**config.mk**
```make
export PLATFORM = sky130hd
export DESIGN_NAME = bcu_branch_flag_unit
export DESIGN_NICKNAME = d
export VERILOG_FILES = /design/src/rtl/bcu_pkg.sv /design/src/rtl/bcu_cond_eval.sv /design/src/rtl/bcu_decode.sv /design/src/rtl/bcu_target_gen.sv /design/src/rtl/bcu_flag_ctl.sv /design/src/rtl/bcu_branch_flag_unit.sv
export SDC_FILE = /design/constraint.sdc
export NUM_CORES = 1
export LEC_CHECK = 0
export BUFFER_PORTS_ARGS = -buffer_cell sky130_fd_sc_hd__buf_2
export CORE_MARGIN = 2
export CORE_UTILIZATION = 50
export CTS_CLUSTER_DIAMETER = 120
export CTS_CLUSTER_SIZE = 16
export DETAILED_ROUTE_END_ITERATION = 16
export PLACE_DENSITY = 0.78
export SLEW_MARGIN = 25
export SYNTH_ARGS = -nofsm -noshare
export SYNTH_HDL_FRONTEND = slang
export SYNTH_HIERARCHICAL = 1
export SYNTH_SLANG_ARGS = --single-unit
export TNS_END_PERCENT = 50
```
**constraint.sdc**
```tcl
create_clock -name clk -period 0.86 [get_ports clk]
set_input_delay 0.043 -clock clk [delete_from_list [all_inputs] [get_ports clk]]
set_output_delay 0.043 -clock clk [all_outputs]
set_load 0.005 [all_outputs]
```
**src/rtl/bcu_pkg.sv**
```systemverilog
package bcu_pkg;

  typedef enum logic [3:0] {
    SEL_CTF = 4'd0,
    SEL_LO  = 4'd1,
    SEL_EQ  = 4'd2,
    SEL_LE  = 4'd3,
    SEL_HI  = 4'd4,
    SEL_NE  = 4'd5,
    SEL_HE  = 4'd6,
    SEL_NOV = 4'd7,
    SEL_OV  = 4'd8,
    SEL_RSV = 4'd9,
    SEL_CY  = 4'd10,
    SEL_NCY = 4'd11,
    SEL_SFC = 4'd12,
    SEL_CFC = 4'd13,
    SEL_SVC = 4'd14,
    SEL_ALW = 4'd15
  } sel_e;

  typedef enum logic [2:0] {
    K_NONE   = 3'd0,
    K_BRANCH = 3'd1,
    K_FASSGN = 3'd2,
    K_FSET   = 3'd3,
    K_FCLR   = 3'd4,
    K_TRAP   = 3'd5
  } kind_e;

  typedef struct packed {
    logic lo;
    logic eq;
    logic hi;
    logic ov;
    logic cy;
  } cc_t;

endpackage

```
**src/rtl/bcu_cond_eval.sv**
```systemverilog
module bcu_cond_eval
  import bcu_pkg::*;
(
  input  sel_e code_i,
  input  cc_t  cc_i,
  output logic hold_o
);

  always_comb begin
    hold_o = 1'b0;
    case (code_i)
      SEL_LO:  hold_o = cc_i.lo;
      SEL_EQ:  hold_o = cc_i.eq;
      SEL_LE:  hold_o = cc_i.lo | cc_i.eq;
      SEL_HI:  hold_o = cc_i.hi;
      SEL_NE:  hold_o = ~cc_i.eq;
      SEL_HE:  hold_o = cc_i.hi | cc_i.eq;
      SEL_NOV: hold_o = ~cc_i.ov;
      SEL_OV:  hold_o = cc_i.ov;
      SEL_CY:  hold_o = cc_i.cy;
      SEL_NCY: hold_o = ~cc_i.cy;
      SEL_ALW: hold_o = 1'b1;
      default: hold_o = 1'b0;
    endcase
  end

endmodule

```
**src/rtl/bcu_decode.sv**
```systemverilog
module bcu_decode
  import bcu_pkg::*;
(
  input  sel_e  sel_i,
  output kind_e kind_o
);

  always_comb begin
    case (sel_i)
      SEL_CTF: kind_o = K_FASSGN;
      SEL_SFC: kind_o = K_FSET;
      SEL_CFC: kind_o = K_FCLR;
      SEL_SVC: kind_o = K_TRAP;
      SEL_RSV: kind_o = K_NONE;
      default: kind_o = K_BRANCH;
    endcase
  end

endmodule

```
**src/rtl/bcu_target_gen.sv**
```systemverilog
module bcu_target_gen #(
  parameter int ADDR_W     = 32,
  parameter int DISP_W     = 8,
  parameter int UNIT_SHIFT = 1
) (
  input  logic [ADDR_W-1:0] pc_next_i,
  input  logic [DISP_W-1:0] disp_i,
  output logic [ADDR_W-1:0] target_o
);

  localparam int EXT_W = ADDR_W - DISP_W;

  logic [ADDR_W-1:0] disp_ext;
  logic [ADDR_W-1:0] offset;

  always_comb begin
    disp_ext = {{EXT_W{disp_i[DISP_W-1]}}, disp_i};
    offset   = disp_ext << UNIT_SHIFT;
    target_o = pc_next_i + offset;
  end

endmodule

```
**src/rtl/bcu_flag_ctl.sv**
```systemverilog
module bcu_flag_ctl
  import bcu_pkg::*;
(
  input  logic  clk,
  input  logic  rst_n,
  input  logic  en_i,
  input  kind_e kind_i,
  input  logic  cond_i,
  output logic  flag_o
);

  logic flag_q;
  logic flag_d;

  always_comb begin
    flag_d = flag_q;
    if (en_i) begin
      case (kind_i)
        K_FASSGN: flag_d = cond_i;
        K_FSET:   if (cond_i) flag_d = 1'b1;
        K_FCLR:   if (cond_i) flag_d = 1'b0;
        default:  flag_d = flag_q;
      endcase
    end
  end

  always_ff @(posedge clk or negedge rst_n) begin
    if (!rst_n) flag_q <= 1'b0;
    else        flag_q <= flag_d;
  end

  assign flag_o = flag_q;


  set_only_chk: assert property (@(posedge clk) disable iff (!rst_n)
    (en_i && kind_i == K_FSET && flag_q) |=> flag_q);


  clear_only_chk: assert property (@(posedge clk) disable iff (!rst_n)
    (en_i && kind_i == K_FCLR && !flag_q) |=> !flag_q);


  idle_hold_chk: assert property (@(posedge clk) disable iff (!rst_n)
    (!en_i) |=> $stable(flag_q));

endmodule

```
**src/rtl/bcu_branch_flag_unit.sv**
```systemverilog
module bcu_branch_flag_unit
  import bcu_pkg::*;
#(
  parameter int ADDR_W = 32,
  parameter int DISP_W = 8
) (
  input  logic              clk,
  input  logic              rst_n,
  input  logic              valid_i,
  input  logic [3:0]        sel_i,
  input  logic [DISP_W-1:0] field_i,
  input  logic [ADDR_W-1:0] pc_next_i,
  input  logic              cc_low_i,
  input  logic              cc_eq_i,
  input  logic              cc_high_i,
  input  logic              cc_ovf_i,
  input  logic              cc_carry_i,
  output logic              taken_o,
  output logic [ADDR_W-1:0] target_o,
  output logic              trap_o,
  output logic              flag_o
);

  localparam int N_EVAL = 2;

  sel_e  sel;
  kind_e kind;
  cc_t   cc;
  sel_e  codes [N_EVAL];
  logic  holds [N_EVAL];

  logic              taken_q, taken_d;
  logic              trap_q, trap_d;
  logic [ADDR_W-1:0] target_q, target_d, target_calc;
  logic              tgt_en;

  always_comb begin
    sel      = sel_e'(sel_i);
    cc       = '{lo: cc_low_i, eq: cc_eq_i, hi: cc_high_i, ov: cc_ovf_i, cy: cc_carry_i};
    codes[0] = sel;
    codes[1] = sel_e'(field_i[3:0]);
  end

  bcu_decode i_decode (
    .sel_i  (sel),
    .kind_o (kind)
  );

  // index 0 tests the branch condition, index 1 the flag condition
  for (genvar g = 0; g < N_EVAL; g++) begin : g_eval
    bcu_cond_eval i_eval (
      .code_i (codes[g]),
      .cc_i   (cc),
      .hold_o (holds[g])
    );
  end

  bcu_target_gen #(
    .ADDR_W     (ADDR_W),
    .DISP_W     (DISP_W),
    .UNIT_SHIFT (1)
  ) i_target (
    .pc_next_i (pc_next_i),
    .disp_i    (field_i),
    .target_o  (target_calc)
  );

  bcu_flag_ctl i_flag (
    .clk    (clk),
    .rst_n  (rst_n),
    .en_i   (valid_i),
    .kind_i (kind),
    .cond_i (holds[1]),
    .flag_o (flag_o)
  );

  always_comb begin
    tgt_en   = valid_i && (kind == K_BRANCH);
    taken_d  = tgt_en && holds[0];
    trap_d   = valid_i && (kind == K_TRAP);
    target_d = tgt_en ? target_calc : target_q;
  end

  always_ff @(posedge clk or negedge rst_n) begin
    if (!rst_n) begin
      taken_q  <= 1'b0;
      trap_q   <= 1'b0;
      target_q <= '0;
    end else begin
      taken_q  <= taken_d;
      trap_q   <= trap_d;
      target_q <= target_d;
    end
  end

  assign taken_o  = taken_q;
  assign trap_o   = trap_q;
  assign target_o = target_q;


  always_taken_chk: assert property (@(posedge clk) disable iff (!rst_n)
    (valid_i && sel_i == 4'd15) |=> taken_o);


  trap_excl_chk: assert property (@(posedge clk) disable iff (!rst_n)
    !(taken_o && trap_o));


  trap_src_chk: assert property (@(posedge clk) disable iff (!rst_n)
    trap_o |-> $past(valid_i && sel_i == 4'd14));


  taken_src_chk: assert property (@(posedge clk) disable iff (!rst_n)
    taken_o |-> $past(valid_i));


  unused_sel_chk: assert property (@(posedge clk) disable iff (!rst_n)
    (valid_i && sel_i == 4'd9) |=> (!taken_o && !trap_o));

endmodule

```
Yosys cells after proc, flatten, opt, wreduce, memory -nomap -nowiden. Cells that the tools add are included.

$add $sub $neg: 1. Equality and inequality tests: 33. Mux-type cells: 6. Bitwise gates (word level): 5. Reduce and logical (&&, ||, !) cells: 6.

Operators by type and width (count): == test 4 bit, second input constant (12); adder 32 bit (1); == test 4 x 3 -> 1 bit, second input constant (8); case mux 1 bit (11 select lines) (2); == test 4 x 2 -> 1 bit, second input constant (4); case mux 3 bit (5 select lines) (1); == test 4 x 1 -> 1 bit, second input constant (2); == test 3 x 2 -> 1 bit, second input constant (2); == test 3 bit, second input constant (2); logical NOT 4 bit (1); != test 2 x 1 -> 1 bit, second input constant (2); AND reduction 4 bit (1); == test 3 x 1 -> 1 bit, second input constant (1); logical AND 1 bit (3); inverter 1 bit (3); case mux 1 bit (3 select lines) (1); nonzero test 3 bit (1); 2-to-1 mux 1 bit (2); OR 1 bit (2).

Register bits after elaboration: 35. Input bits: 52. Output and inout port bits: 35. Word-level logic and storage cells: 55.

Depth between registers and ports, before layout.
Depth after elaboration: 5. Depth in mapped cells: 10. Gate-level depth less buffers: 10.

Modules after synthesis. The synthesis kept the hierarchy.

By module, submodules not included: bcu_target_gen (instances 1, cells each 230, area each 1724.2 um^2); bcu_branch_flag_unit (instances 1, cells each 74, area each 1421.4 um^2); bcu_cond_eval (instances 2, cells each 14, area each 102.6 um^2); bcu_flag_ctl (instances 1, cells each 8, area each 71.3 um^2); bcu_decode (instances 1, cells each 7, area each 45.0 um^2).

Least setup slack after synthesis. No wires, ideal clock.

Path type: input -> register. Start point: input pc_next_i[1]. End point: register target_q[27] (netlist: target_o[27]). Setup time: 125 ps. Arrival time: 2077 ps. Data required time: 735 ps. Path slack: -1342 ps. Stages on the path: 10. Path buffers: 0. Path through: ha_1 -> fa_1 -> a211oi_1 -> nor2_1 -> o311ai_1 -> a21oi_1 -> o211ai_1 -> nand2_1 -> xor2_1 -> mux2_4.

Longest elaborated chain between the ends: 1.

Ends and longest elaborated chain: start: declaration (line bcu_branch_flag_unit.sv:12) `input logic [ADDR_W-1:0] pc_next_i,`; adder 32 bit (line bcu_target_gen.sv:19) `target_o = pc_next_i + offset;`; named net target_calc[27] (line bcu_branch_flag_unit.sv:34) `logic [ADDR_W-1:0] target_q, target_d, target_calc;`; end signal: assignment (line bcu_branch_flag_unit.sv:92) `target_q <= target_d;`; end: declaration (line bcu_branch_flag_unit.sv:34).

The timed path passes the listed nets, and every way through them passes these cells. A chain may end at the register's enable or synchronous reset.

Final worst setup path.
Start point: input field_i[7]. End point: register target_q[31] (netlist: target_o[31]).

Longest elaborated chain between the ends: 1.

Ends and longest elaborated chain: start: declaration (line bcu_branch_flag_unit.sv:11) `input logic [DISP_W-1:0] field_i,`; adder 32 bit (line bcu_target_gen.sv:19); named net target_calc[31] (line bcu_branch_flag_unit.sv:34).

The timed path passes the listed nets, and every way through them passes these cells.

==> impl_metrics.csv <==
group,metric,value,unit
drt,wl,15.5,mm
timing,hold_violations,0,
drt,postRouteAntennaNets,0,
timing,finalSetupTns,-29.51,ns
placed_design,placed_cells,621,
timing,period_share,244,%
yosys,syn_avg_cell_area,9.99,µm²
clock_tree,clk_latency,0.29,ns
pwr,powerDensity,1560,nW/µm²
grt,grt-ovfl-total,0,
finish,fin_cells,660,
clock_tree,cts_tree,"yes",
critical_path,path_delay_family,"compound AO/OA/AOI/OAI gates",
finish,drive_gt1_share,67.0,%
finish,final_common_cell,"buf_4",
yosys,synth-edff-count,0,
critical_path,start_kind,"input pin",
drt,drt_iter0_drc,476,
finish,nNetsFinal,661,
critical_path,crit_buf_inv,4,
floorplanning,fp.coreArea,6760,µm²
placed_design,dp_hpwl,7.98,mm
critical_path,crit_chain,"buf_8, buf_12, buf_12, ha_4, buf_4, o21ai_1, nand2b_1, a21oi_1, a21oi_2, o211ai_1, o21ai_1, xnor2_1, mux2_2",
placed_design,io_buffers,86,
critical_path,worstPathMaxFanout,6,
floorplanning,start_util,51.3,%
timing,holdWs,0.110,ns
finish,layout_common_cells,"buf_4, buf_2, dfrtp_1",
drt,first_pass_iters,5,
finish,design_area,6110,µm²
yosys,syn_area,3470,µm²
timing,max_freq,476,MHz
floorplanning,die_x,87.3,µm
timing,slew_headroom,75.8,%
outcome,violations,"setup timing",
yosys,synth_area_leaders,"dfrtp_1, mux2_4, ha_1",
floorplanning,die_y,87.3,µm
yosys,synth.distinct_cells,69,
drt,wire_per_inst,23.4,µm
clock_tree,clk_pin_slew,0.08,ns
grt,grt_max_degree,36,
clock_tree,cts-root-buf,"clkbuf_8",
flow_run,max_cap_viol_count,0,
finish,fin_util,90.5,%
critical_path,slowest_delay,0.28,ns
pwr,power.leakage,2.82,nW
drt,avgViaCountPerCell,6.45,
floorplanning,rows,30,
yosys,synth_top_area_share,25.3,%
yosys,synth_warnings,6,
yosys,synth_fp_nets,430,
timing,rsz0062_at_grt,"true",
outcome,status,"complete, but fails checks",
yosys,synth_cells,347,
timing,worstMarginPinSlew,0.360,ns
placed_design,globalplace.congestion,0.891,
clock_tree,ctsLongestPathBuffers,2,
critical_path,cp-end-kind,"register",
critical_path,worst-setup-path-type,"input pin to register",
pwr,power,9.55,mW
clock_tree,cts_htree_levels,2,
timing,slew_violations,0,
grt,grt_antenna_before_repair,0,
grt,grt_pass1_vias,4016,
min_path,min_path_type,"input pin to register",
timing,skew,0,ns
placed_design,placed_area,5080,µm²
yosys,async_reset_ff_share,100,%
yosys,yosysTopAreaCell,"dfrtp_1",
critical_path,crit_arrival,2.28,ns
grt,grt_pass1_wl,19.1,mm
critical_path,critPathSlowestCell,"mux2_2",
yosys,synth-seq-cells,35,
floorplanning,io_pins,87,
critical_path,crit_required,1.04,ns
placed_design,dp_slack,-1.54,ns
clock_tree,clock-sinks,35,
drt,via_count,4260,
yosys,synth_ff_type,"dfrtp_1",
clock_tree,cts_buffers,5,
pwr,peakVddDrop,0.878,mV
yosys,synth_seq_area_share,25.3,%
finish,num-fill-cells,256,
floorplanning,die_area,7620,µm²
timing,worst_slack,-1.24,ns
drt,drc,0,
finish,syn_to_final_growth,76.3,%
grt,grt_usage,32.0,%
timing,setup_viol,50,
timing,finalCriticalPeriod,2.10,ns
-- power by group --
part	internal (mW)	switching, mW
Clock	0.940	0.681
Sequential	2.19	0.374
Combinational	2.96	2.40
Total	6.09	3.45
-- repair_timing --
action	in CTS	in global routing
gates resized for setup	54	84
pin swaps	43	50
endpoints found under the setup margin	41	59
setup buffers	10	23
hold endpoints to repair	36	0
hold buffers	2	0
cloned	1	0
-- synth_stat cells (all sizes together) (7+ instances only) --
cell and number:
mux2 32, nand3 7, inv 7, nand2 22, ha 30, a21o 12
xnor2 18, a211oi 7, o21ai 18, nor2 16, xor2 13, and3 8
a21oi 34, dfrtp 35
-- logic make-up (layout without fill, tap and decap cells) --
logic type,count (synthesis),after routing,share of synthesized area (%)
compound gates,108,108,22.0
xor+xnor,31,31,7.83
fa+ha+maj,31,31,11.4
buf+inv,18,250,4.58
flops,35,35,25.3
mux,34,34,14.2
other cells,0,1,0
simple gates,90,90,14.7
-- layout make-up --
cell class	instances	area, µm²	share of cell area [%]
antenna	1	2.50	0.0409
clock buffer	6	82.6	1.35
clock inverter	2	35.0	0.573
inverter	7	26.3	0.430
multi-input combinational	294	3190	52.3
sequential	35	876	14.3
tap	80	100	1.64
timing repair buffer	235	1800	29.4
-- worst paths after layout --
check / to / slack (ns) / startpoint / cells past startpoint
setup reg to reg: target_o[19]$_DFFE_PN0P_ / 0.03 / target_o[19]$_DFFE_PN0P_ / 1
setup / recovery: target_o[31]$_DFFE_PN0P_ / -1.24 / field_i[7] / 13
hold / removal: target_o[1]$_DFFE_PN0P_ / 0.11 / pc_next_i[1] / 3
min in group asynchronous: target_o[11]$_DFFE_PN0P_ / 0.22 / rst_n / 3
max in group asynchronous: target_o[5]$_DFFE_PN0P_ / 0.41 / rst_n / 3
hold reg to reg: target_o[4]$_DFFE_PN0P_ / 0.51 / target_o[4]$_DFFE_PN0P_ / 1
-- state kept, by name, indices dropped and copies added, names as in the netlist --
signal / count
i_flag/flag_o: 1
target_o: 32
taken_o: 1
trap_o: 1
-- layer usage --
metal	up-vias	share of wire (%)	track usage, %
li1	1774	-	-
met1	2071	37	36.6
met2	307	49	57.2
met3	108	8.1	6.07
met4	0	6.3	14.7
met5	-	0	0
No activity file was read; power rests on OpenSTA's default activity.
